### config.mk
export PLATFORM = sky130hd
export DESIGN_NAME = simd_copack
export DESIGN_NICKNAME = d
export VERILOG_FILES = /design/src/rtl/simd_copack_pkg.sv /design/src/rtl/simd_cand_elig.sv /design/src/rtl/simd_pack_chain.sv /design/src/rtl/simd_copack.sv
export SDC_FILE = /design/constraint.sdc
export NUM_CORES = 1
export LEC_CHECK = 0
export BUFFER_PORTS_ARGS = -buffer_cell sky130_fd_sc_hd__buf_4
export CAP_MARGIN = 20
export CORE_AREA = 3 3 99 101
export CTS_CLUSTER_SIZE = 14
export DETAILED_ROUTE_END_ITERATION = 8
export DIE_AREA = 0 0 102 104
export GPL_TIMING_DRIVEN = 0
export PLACE_DENSITY = 0.92
export SETUP_SLACK_MARGIN = 0.02
export SKIP_CTS_REPAIR_TIMING = 1
export SLEW_MARGIN = 20
export SYNTH_ARGS = -nofsm -noshare
export SYNTH_HDL_FRONTEND = slang
export SYNTH_HIERARCHICAL = 1
export SYNTH_SLANG_ARGS = --single-unit
### constraint.sdc
create_clock -name clk -period 21.9 [get_ports clk]
set_clock_uncertainty 0.1 [all_clocks]
set_input_delay 6.57 -clock clk [delete_from_list [all_inputs] [get_ports clk]]
set_output_delay 6.57 -clock clk [all_outputs]
set_load 0.01 [all_outputs]
### src/rtl/simd_copack_pkg.sv
package simd_copack_pkg;
  localparam int CLASS_W = 3;

  typedef enum logic [CLASS_W-1:0] {
    UC_NONE   = 3'd0,
    UC_MEM    = 3'd1,
    UC_SP     = 3'd2,
    UC_INT    = 3'd3,
    UC_DP     = 3'd4,
    UC_SFU    = 3'd5,
    UC_TENSOR = 3'd6,
    UC_SPEC   = 3'd7
  } unit_class_e;

  // population count of a set vector, zero-extended to 32 bits
  function automatic logic [6:0] ones32(logic [31:0] v);
    logic [6:0] n;
    n = '0;
    for (int k = 0; k < 32; k++) n = n + {6'd0, v[k]};
    return n;
  endfunction

  // packing applies only to partitioned non-memory classes
  function automatic logic class_packable(logic [CLASS_W-1:0] c);
    return (c != UC_NONE) && (c != UC_MEM);
  endfunction
endpackage

### src/rtl/simd_cand_elig.sv
module simd_cand_elig
  import simd_copack_pkg::*;
#(
  parameter int WARP_W = 5,
  parameter int PC_W   = 16
) (
  input  logic               aware_mode,
  input  logic [WARP_W-1:0]  prim_warp,
  input  logic [CLASS_W-1:0] prim_fu,
  input  logic               present,
  input  logic               exited,
  input  logic               ibuf_empty,
  input  logic               next_valid,
  input  logic               waiting,
  input  logic               valid,
  input  logic               blocked,
  input  logic               pend_reconv,
  input  logic               virt,
  input  logic               collide,
  input  logic [WARP_W-1:0]  warp,
  input  logic [CLASS_W-1:0] fu,
  input  logic [PC_W-1:0]    pc,
  input  logic [PC_W-1:0]    tos_pc,
  output logic               eligible
);
  logic basic_ok, aware_ok, hazard_ok, class_ok;

  assign basic_ok  = present && !exited && (warp != prim_warp) &&
                     !ibuf_empty && next_valid && !waiting;
  assign aware_ok  = !aware_mode || (valid && !blocked && !pend_reconv && !virt);
  assign hazard_ok = (pc == tos_pc) && !collide;
  assign class_ok  = (fu == prim_fu);
  assign eligible  = basic_ok && aware_ok && hazard_ok && class_ok;
endmodule

### src/rtl/simd_pack_chain.sv
module simd_pack_chain
  import simd_copack_pkg::*;
#(
  parameter int NUM_SETS = 4,
  parameter int NUM_CAND = 4,
  parameter int WARP_W   = 5
) (
  input  logic                         attempt,
  input  logic [NUM_SETS-1:0]          prim_sets,
  input  logic [WARP_W-1:0]            prim_warp,
  input  logic [NUM_CAND-1:0]          elig,
  input  logic [NUM_CAND*NUM_SETS-1:0] cand_sets,
  input  logic [NUM_CAND*WARP_W-1:0]   cand_warp,
  output logic [NUM_SETS-1:0]          comp_sets,
  output logic [NUM_SETS*WARP_W-1:0]   set_owner,
  output logic [NUM_CAND-1:0]          take
);
  localparam int CNT_W = $clog2(NUM_SETS + 1);
  localparam int OWN_W = NUM_SETS * WARP_W;

  logic [OWN_W-1:0] own_init;
  logic [CNT_W-1:0] free_init;

  for (genvar s = 0; s < NUM_SETS; s++) begin : g_init
    assign own_init[s*WARP_W +: WARP_W] = prim_sets[s] ? prim_warp : '0;
  end
  assign free_init = CNT_W'(NUM_SETS) - CNT_W'(ones32(32'(prim_sets)));

  for (genvar i = 0; i < NUM_CAND; i++) begin : stg
    logic [NUM_SETS-1:0] cs, comp_in, comp_out;
    logic [CNT_W-1:0]    free_in, free_out, need;
    logic [OWN_W-1:0]    own_in, own_out;
    logic                room, clash, fits;

    if (i == 0) begin : g_first
      assign comp_in = prim_sets;
      assign free_in = free_init;
      assign own_in  = own_init;
    end else begin : g_next
      assign comp_in = stg[i-1].comp_out;
      assign free_in = stg[i-1].free_out;
      assign own_in  = stg[i-1].own_out;
    end

    assign cs    = cand_sets[i*NUM_SETS +: NUM_SETS];
    assign need  = CNT_W'(ones32(32'(cs)));
    assign room  = (free_in != '0);
    assign clash = |(comp_in & cs);
    assign fits  = (need <= free_in);
    assign take[i] = attempt && elig[i] && room && !clash && fits;

    assign comp_out = take[i] ? (comp_in | cs) : comp_in;
    assign free_out = take[i] ? (free_in - need) : free_in;

    for (genvar s = 0; s < NUM_SETS; s++) begin : g_own
      assign own_out[s*WARP_W +: WARP_W] = (take[i] && cs[s]) ?
          cand_warp[i*WARP_W +: WARP_W] : own_in[s*WARP_W +: WARP_W];
    end
  end

  assign comp_sets = stg[NUM_CAND-1].comp_out;
  assign set_owner = stg[NUM_CAND-1].own_out;
endmodule

### src/rtl/simd_copack.sv
module simd_copack
  import simd_copack_pkg::*;
#(
  parameter int NUM_SETS = 4,
  parameter int NUM_CAND = 4,
  parameter int WARP_W   = 5,
  parameter int PC_W     = 16
) (
  input  logic                         clk,
  input  logic                         rst_n,
  input  logic                         part_en,
  input  logic                         prim_issued,
  input  logic                         aware_mode,
  input  logic [2:0]                   prim_fu,
  input  logic [WARP_W-1:0]            prim_warp,
  input  logic [NUM_SETS-1:0]          prim_sets,
  input  logic [NUM_CAND-1:0]          cand_present,
  input  logic [NUM_CAND-1:0]          cand_exited,
  input  logic [NUM_CAND-1:0]          cand_ibuf_empty,
  input  logic [NUM_CAND-1:0]          cand_next_valid,
  input  logic [NUM_CAND-1:0]          cand_waiting,
  input  logic [NUM_CAND-1:0]          cand_valid,
  input  logic [NUM_CAND-1:0]          cand_blocked,
  input  logic [NUM_CAND-1:0]          cand_pend_reconv,
  input  logic [NUM_CAND-1:0]          cand_virt,
  input  logic [NUM_CAND-1:0]          cand_collide,
  input  logic [NUM_CAND*WARP_W-1:0]   cand_warp,
  input  logic [NUM_CAND*3-1:0]        cand_fu,
  input  logic [NUM_CAND*PC_W-1:0]     cand_pc,
  input  logic [NUM_CAND*PC_W-1:0]     cand_tos_pc,
  input  logic [NUM_CAND*NUM_SETS-1:0] cand_sets,
  output logic [NUM_SETS-1:0]          comp_sets,
  output logic [NUM_SETS*WARP_W-1:0]   set_owner,
  output logic [NUM_CAND-1:0]          grant
);
  localparam int OWN_W = NUM_SETS * WARP_W;

  // named internal events
  logic                attempt;
  logic [NUM_CAND-1:0] elig_vec;
  logic [NUM_CAND-1:0] take_vec;
  logic [NUM_SETS-1:0] merged_sets;
  logic [OWN_W-1:0]    merged_owner;

  assign attempt = part_en && prim_issued && class_packable(prim_fu);

  for (genvar i = 0; i < NUM_CAND; i++) begin : g_elig
    simd_cand_elig #(.WARP_W(WARP_W), .PC_W(PC_W)) u_elig (
      .aware_mode (aware_mode),
      .prim_warp  (prim_warp),
      .prim_fu    (prim_fu),
      .present    (cand_present[i]),
      .exited     (cand_exited[i]),
      .ibuf_empty (cand_ibuf_empty[i]),
      .next_valid (cand_next_valid[i]),
      .waiting    (cand_waiting[i]),
      .valid      (cand_valid[i]),
      .blocked    (cand_blocked[i]),
      .pend_reconv(cand_pend_reconv[i]),
      .virt       (cand_virt[i]),
      .collide    (cand_collide[i]),
      .warp       (cand_warp[i*WARP_W +: WARP_W]),
      .fu         (cand_fu[i*3 +: 3]),
      .pc         (cand_pc[i*PC_W +: PC_W]),
      .tos_pc     (cand_tos_pc[i*PC_W +: PC_W]),
      .eligible   (elig_vec[i])
    );
  end

  simd_pack_chain #(.NUM_SETS(NUM_SETS), .NUM_CAND(NUM_CAND), .WARP_W(WARP_W)) u_chain (
    .attempt  (attempt),
    .prim_sets(prim_sets),
    .prim_warp(prim_warp),
    .elig     (elig_vec),
    .cand_sets(cand_sets),
    .cand_warp(cand_warp),
    .comp_sets(merged_sets),
    .set_owner(merged_owner),
    .take     (take_vec)
  );

  always_ff @(posedge clk) begin
    if (!rst_n) begin
      comp_sets <= '0;
      set_owner <= '0;
      grant     <= '0;
    end else if (prim_issued) begin
      comp_sets <= merged_sets;
      set_owner <= merged_owner;
      grant     <= take_vec;
    end else begin
      comp_sets <= '0;
      set_owner <= '0;
      grant     <= '0;
    end
  end

  AST_NO_ATTEMPT_NO_GRANT: assert property (@(posedge clk) disable iff (!rst_n)
    !(part_en && prim_issued && prim_fu != 3'd0 && prim_fu != 3'd1) |=> grant == '0);
  AST_IDLE_CLEAR: assert property (@(posedge clk) disable iff (!rst_n)
    !prim_issued |=> (comp_sets == '0 && grant == '0));
  AST_FULL_NO_GRANT: assert property (@(posedge clk) disable iff (!rst_n)
    (prim_issued && &prim_sets) |=> grant == '0);
  AST_PRIMARY_KEPT: assert property (@(posedge clk) disable iff (!rst_n)
    prim_issued |=> ((comp_sets & $past(prim_sets)) == $past(prim_sets)));

  for (genvar i = 0; i < NUM_CAND; i++) begin : g_chk
    AST_NOT_SELF: assert property (@(posedge clk) disable iff (!rst_n)
      grant[i] |-> $past(cand_warp[i*WARP_W +: WARP_W]) != $past(prim_warp));
    AST_GRANT_COVERED: assert property (@(posedge clk) disable iff (!rst_n)
      grant[i] |-> ((comp_sets & $past(cand_sets[i*NUM_SETS +: NUM_SETS])) ==
                    $past(cand_sets[i*NUM_SETS +: NUM_SETS])));
    AST_GRANT_NO_PRIM_OVERLAP: assert property (@(posedge clk) disable iff (!rst_n)
      grant[i] |-> ($past(cand_sets[i*NUM_SETS +: NUM_SETS]) & $past(prim_sets)) == '0);
  end
endmodule

==> flow_summary.toml <==
[run_status]
status = "completed"

[place]
gp_routability_congestion = 1.00
portBuffers = 255
place_inst = 821
dp_hpwl_um = 15700

[sta]
grt_setup_unrepaired = "false"
fin_crit_sh_pct = 70.1
hold_viol_final = 0
slew_violations = 0
setup_violations = 0
fin_crit_ns = 15.35
worst_pin_slew_ns = 0.532
finalSetupTns_ns = 0
fmax_mhz = 65.1
max_slew_margin_pct = 64.6

[route]
drc_errors = 0
met1_length_um = 6830
wl_met3_um = 1300
antenna_left = 0
routed.top_layer = "met4"
vias = 4871
viasPerCell = 5.91
wl_met2_um = 9440
dr.first_iter.drc_count = 397
drtPass1Iterations = 5
wirelength_um = 18200
post_drt_wl_per_cell_um = 22.0

[critical_path]
max_stage_delay_ns = 0.53
cp_slowest_cell = "fa_1"
worst_setup_path_end_kind = "flip-flop"
startpoint = "prim_sets[1]"
cp.arrival_ns = 15.47
path_class = "in -> reg"
crit_path_start_kind = "input pin"
cp_common_cell = "ha_1"
cp_max_fo = 10
cp_data_required_time_ns = 22.02

[die]
ios = 261
row_count = 35
dieArea_sq_um = 10600
start_util_pct = 43.5
die_x_um = 102
coreArea_sq_um = 9110
fp.dieH_um = 104

[pwr]
clkPwrFrac_pct = 13.0
cellLeakagePower_nw = 2.90
power_frac_comb_pct = 61.9
netSwitchingFraction_pct = 37.9
share_seq_of_total_power_pct = 25.1
ir_drop_uv = 30.2
switchingPower_mw = 0.0793
p_per_area_nw_per_um2 = 34.5
p_int_mw = 0.130
power_mw = 0.209

[logic_synthesis]
synth_cell_types = 70
syn-cell-area_sq_um = 3960
syn_inst = 455
yosysWarnings = 6
ys_seq_area_share_pct = 14.1
ys.flop_type = "dfxtp_1"
synth_edf_count = 0
ys_ff_latch = 28
syn_nets = 714
synth-async-reset-ratio_pct = 0
synth.avg_cell_area_sq_um = 8.71

[final_layout]
final_cell_mix = "buf_4, xor2_1, dfxtp_1"
layout.nets = 974
fin_cells = 824
layout_commonest_cell = "buf_4"
syn_to_final_growth_pct = 52.8
drive_above_1_share_pct = 43.1
n_antenna_cell = 0

[clock_tree]
h-tree-depth = 1
cts-root-buf = "clkbuf_8"
clk_pin_slew_worst_paths_ns = 0.09
cts_tree = "yes"
clock_sinks = 28
clk_path_buf_depth = 2
cts-buffers-inserted = 3

[global_route]
antenna_found_initial = 0
grt_pass1_wl_um = 26400
overflow = 0
grt_max_degree = 15
first_global_vias = 4964
grt.total_usage_pct = 31.9

[worst_hold_path]
hold_depth = 2
hold_path_class = "in -> reg"
min_to = "set_owner[16]$_SDFF_PN0_"
hp-start = "rst_n"

[job]
cap_violations = 0
-- power by group through the flow --
stage               clock network, mW  registers [mW]  logic (mW)
floorplan                           0          0.0543      0.0672
global placement                    0          0.0537       0.123
detailed placement                  0          0.0538       0.127
CTS                            0.0271          0.0526       0.128
global route                   0.0295          0.0527       0.140
finish                         0.0272          0.0525       0.129
-- worst max-delay path, delay by kind of cell --
kind            cells  cell delay, ns
compound gates     17            3.66
fa+ha+maj           6            2.03
buf+inv             6            0.96
mux                 2            0.66
simple gates        8            1.55
-- synthesized netlist by cell type, types with 3 or more instances --
| cell | number | share of area (%) |
|---|---|---|
| nor2_1 | 10 | 0.95 |
| mux2i_1 | 3 | 0.76 |
| a311oi_1 | 5 | 1.1 |
| nor3_1 | 12 | 1.5 |
| nor4_2 | 12 | 3.8 |
| nor4_1 | 5 | 0.79 |
| xor2_1 | 92 | 20 |
| dfxtp_1 | 28 | 14 |
| buf_2 | 3 | 0.38 |
| a222oi_1 | 3 | 0.76 |
| nor4bb_1 | 4 | 1.0 |
| fa_1 | 6 | 3.0 |
| xnor2_1 | 14 | 3.1 |
| clkbuf_1 | 9 | 0.85 |
| mux2_2 | 3 | 0.85 |
| inv_1 | 23 | 2.2 |
| ha_1 | 20 | 6.3 |
| nand2_1 | 19 | 1.8 |
| o21ai_1 | 6 | 0.76 |
| a21oi_1 | 6 | 0.76 |
| a31o_2 | 6 | 1.3 |
| nand3_1 | 4 | 0.51 |
| nor2b_1 | 3 | 0.47 |
| nand2b_1 | 3 | 0.47 |
| nand4_1 | 9 | 1.4 |
| and3_2 | 8 | 1.5 |
| o21ai_0 | 16 | 2.0 |
| and3_1 | 21 | 3.3 |
| a221oi_1 | 22 | 4.9 |
| o41ai_1 | 5 | 1.1 |
| a22o_1 | 5 | 1.1 |
| buf_6 | 3 | 0.85 |
| a32o_1 | 20 | 5.1 |
-- sequential cells by signal (all words and copies together) (netlist names) --
name       cells
grant          4
comp_sets      4
set_owner     20
-- metal layers --
metal | global-route usage (%) | vias up
met5 | 0 | -
met4 | 8.25 | 0
met3 | 4.56 | 46
met2 | 58.9 | 266
met1 | 37.7 | 2307
li1 | - | 2252
-- cells by family (layout without fill, tap and decap cells) --
| family | Yosys count | after routing | synth area share, % |
|---|---|---|---|
| mux | 6 | 6 | 1.61 |
| fa+ha+maj | 27 | 27 | 9.60 |
| compound gates | 121 | 121 | 25.1 |
| xor+xnor | 108 | 108 | 24.4 |
| simple gates | 122 | 122 | 20.2 |
| flops | 28 | 28 | 14.1 |
| buf+inv | 43 | 301 | 4.96 |
-- per-stage QoR --
step                utilization, %  instance area, sq um  hold WS, ns  setup WS [ns]
floorplan                        -                  3960         6.64           7.65
global placement              66.1                  6020         6.81           6.60
detailed placement            66.1                  6020         6.82           6.43
CTS                           66.5                  6060         6.54           6.68
global route                  66.5                  6060         6.55           5.94
finish                        66.5                  6060         6.55           6.55
-- layout make-up --
| type | instances | area (sq um) |
|---|---|---|
| Buffer | 19 | 106 |
| Multi-Input combinational cell | 384 | 3210 |
| Timing Repair Buffer | 255 | 1910 |
| Fill cell | 751 | 3050 |
| Tap cell | 111 | 139 |
| Clock buffer | 3 | 41.3 |
| Inverter | 24 | 90.1 |
| Sequential cell | 28 | 561 |
-- how the worst max path moves through the flow --
stage	endpoint	slack [ns]	depth (start not counted)
final	set_owner[14]$_SDFF_PN0_	6.55	39
after global routing	set_owner[4]$_SDFF_PN0_	5.94	38
after CTS	set_owner[5]$_SDFF_PN0_	6.68	38
after detailed placement	set_owner[5]$_SDFF_PN0_	6.43	38
after global placement	set_owner[15]$_SDFF_PN0_	6.60	38
after floorplan	set_owner[19]$_SDFF_PN0_	7.65	38
(Power assumes the default switching activity.)
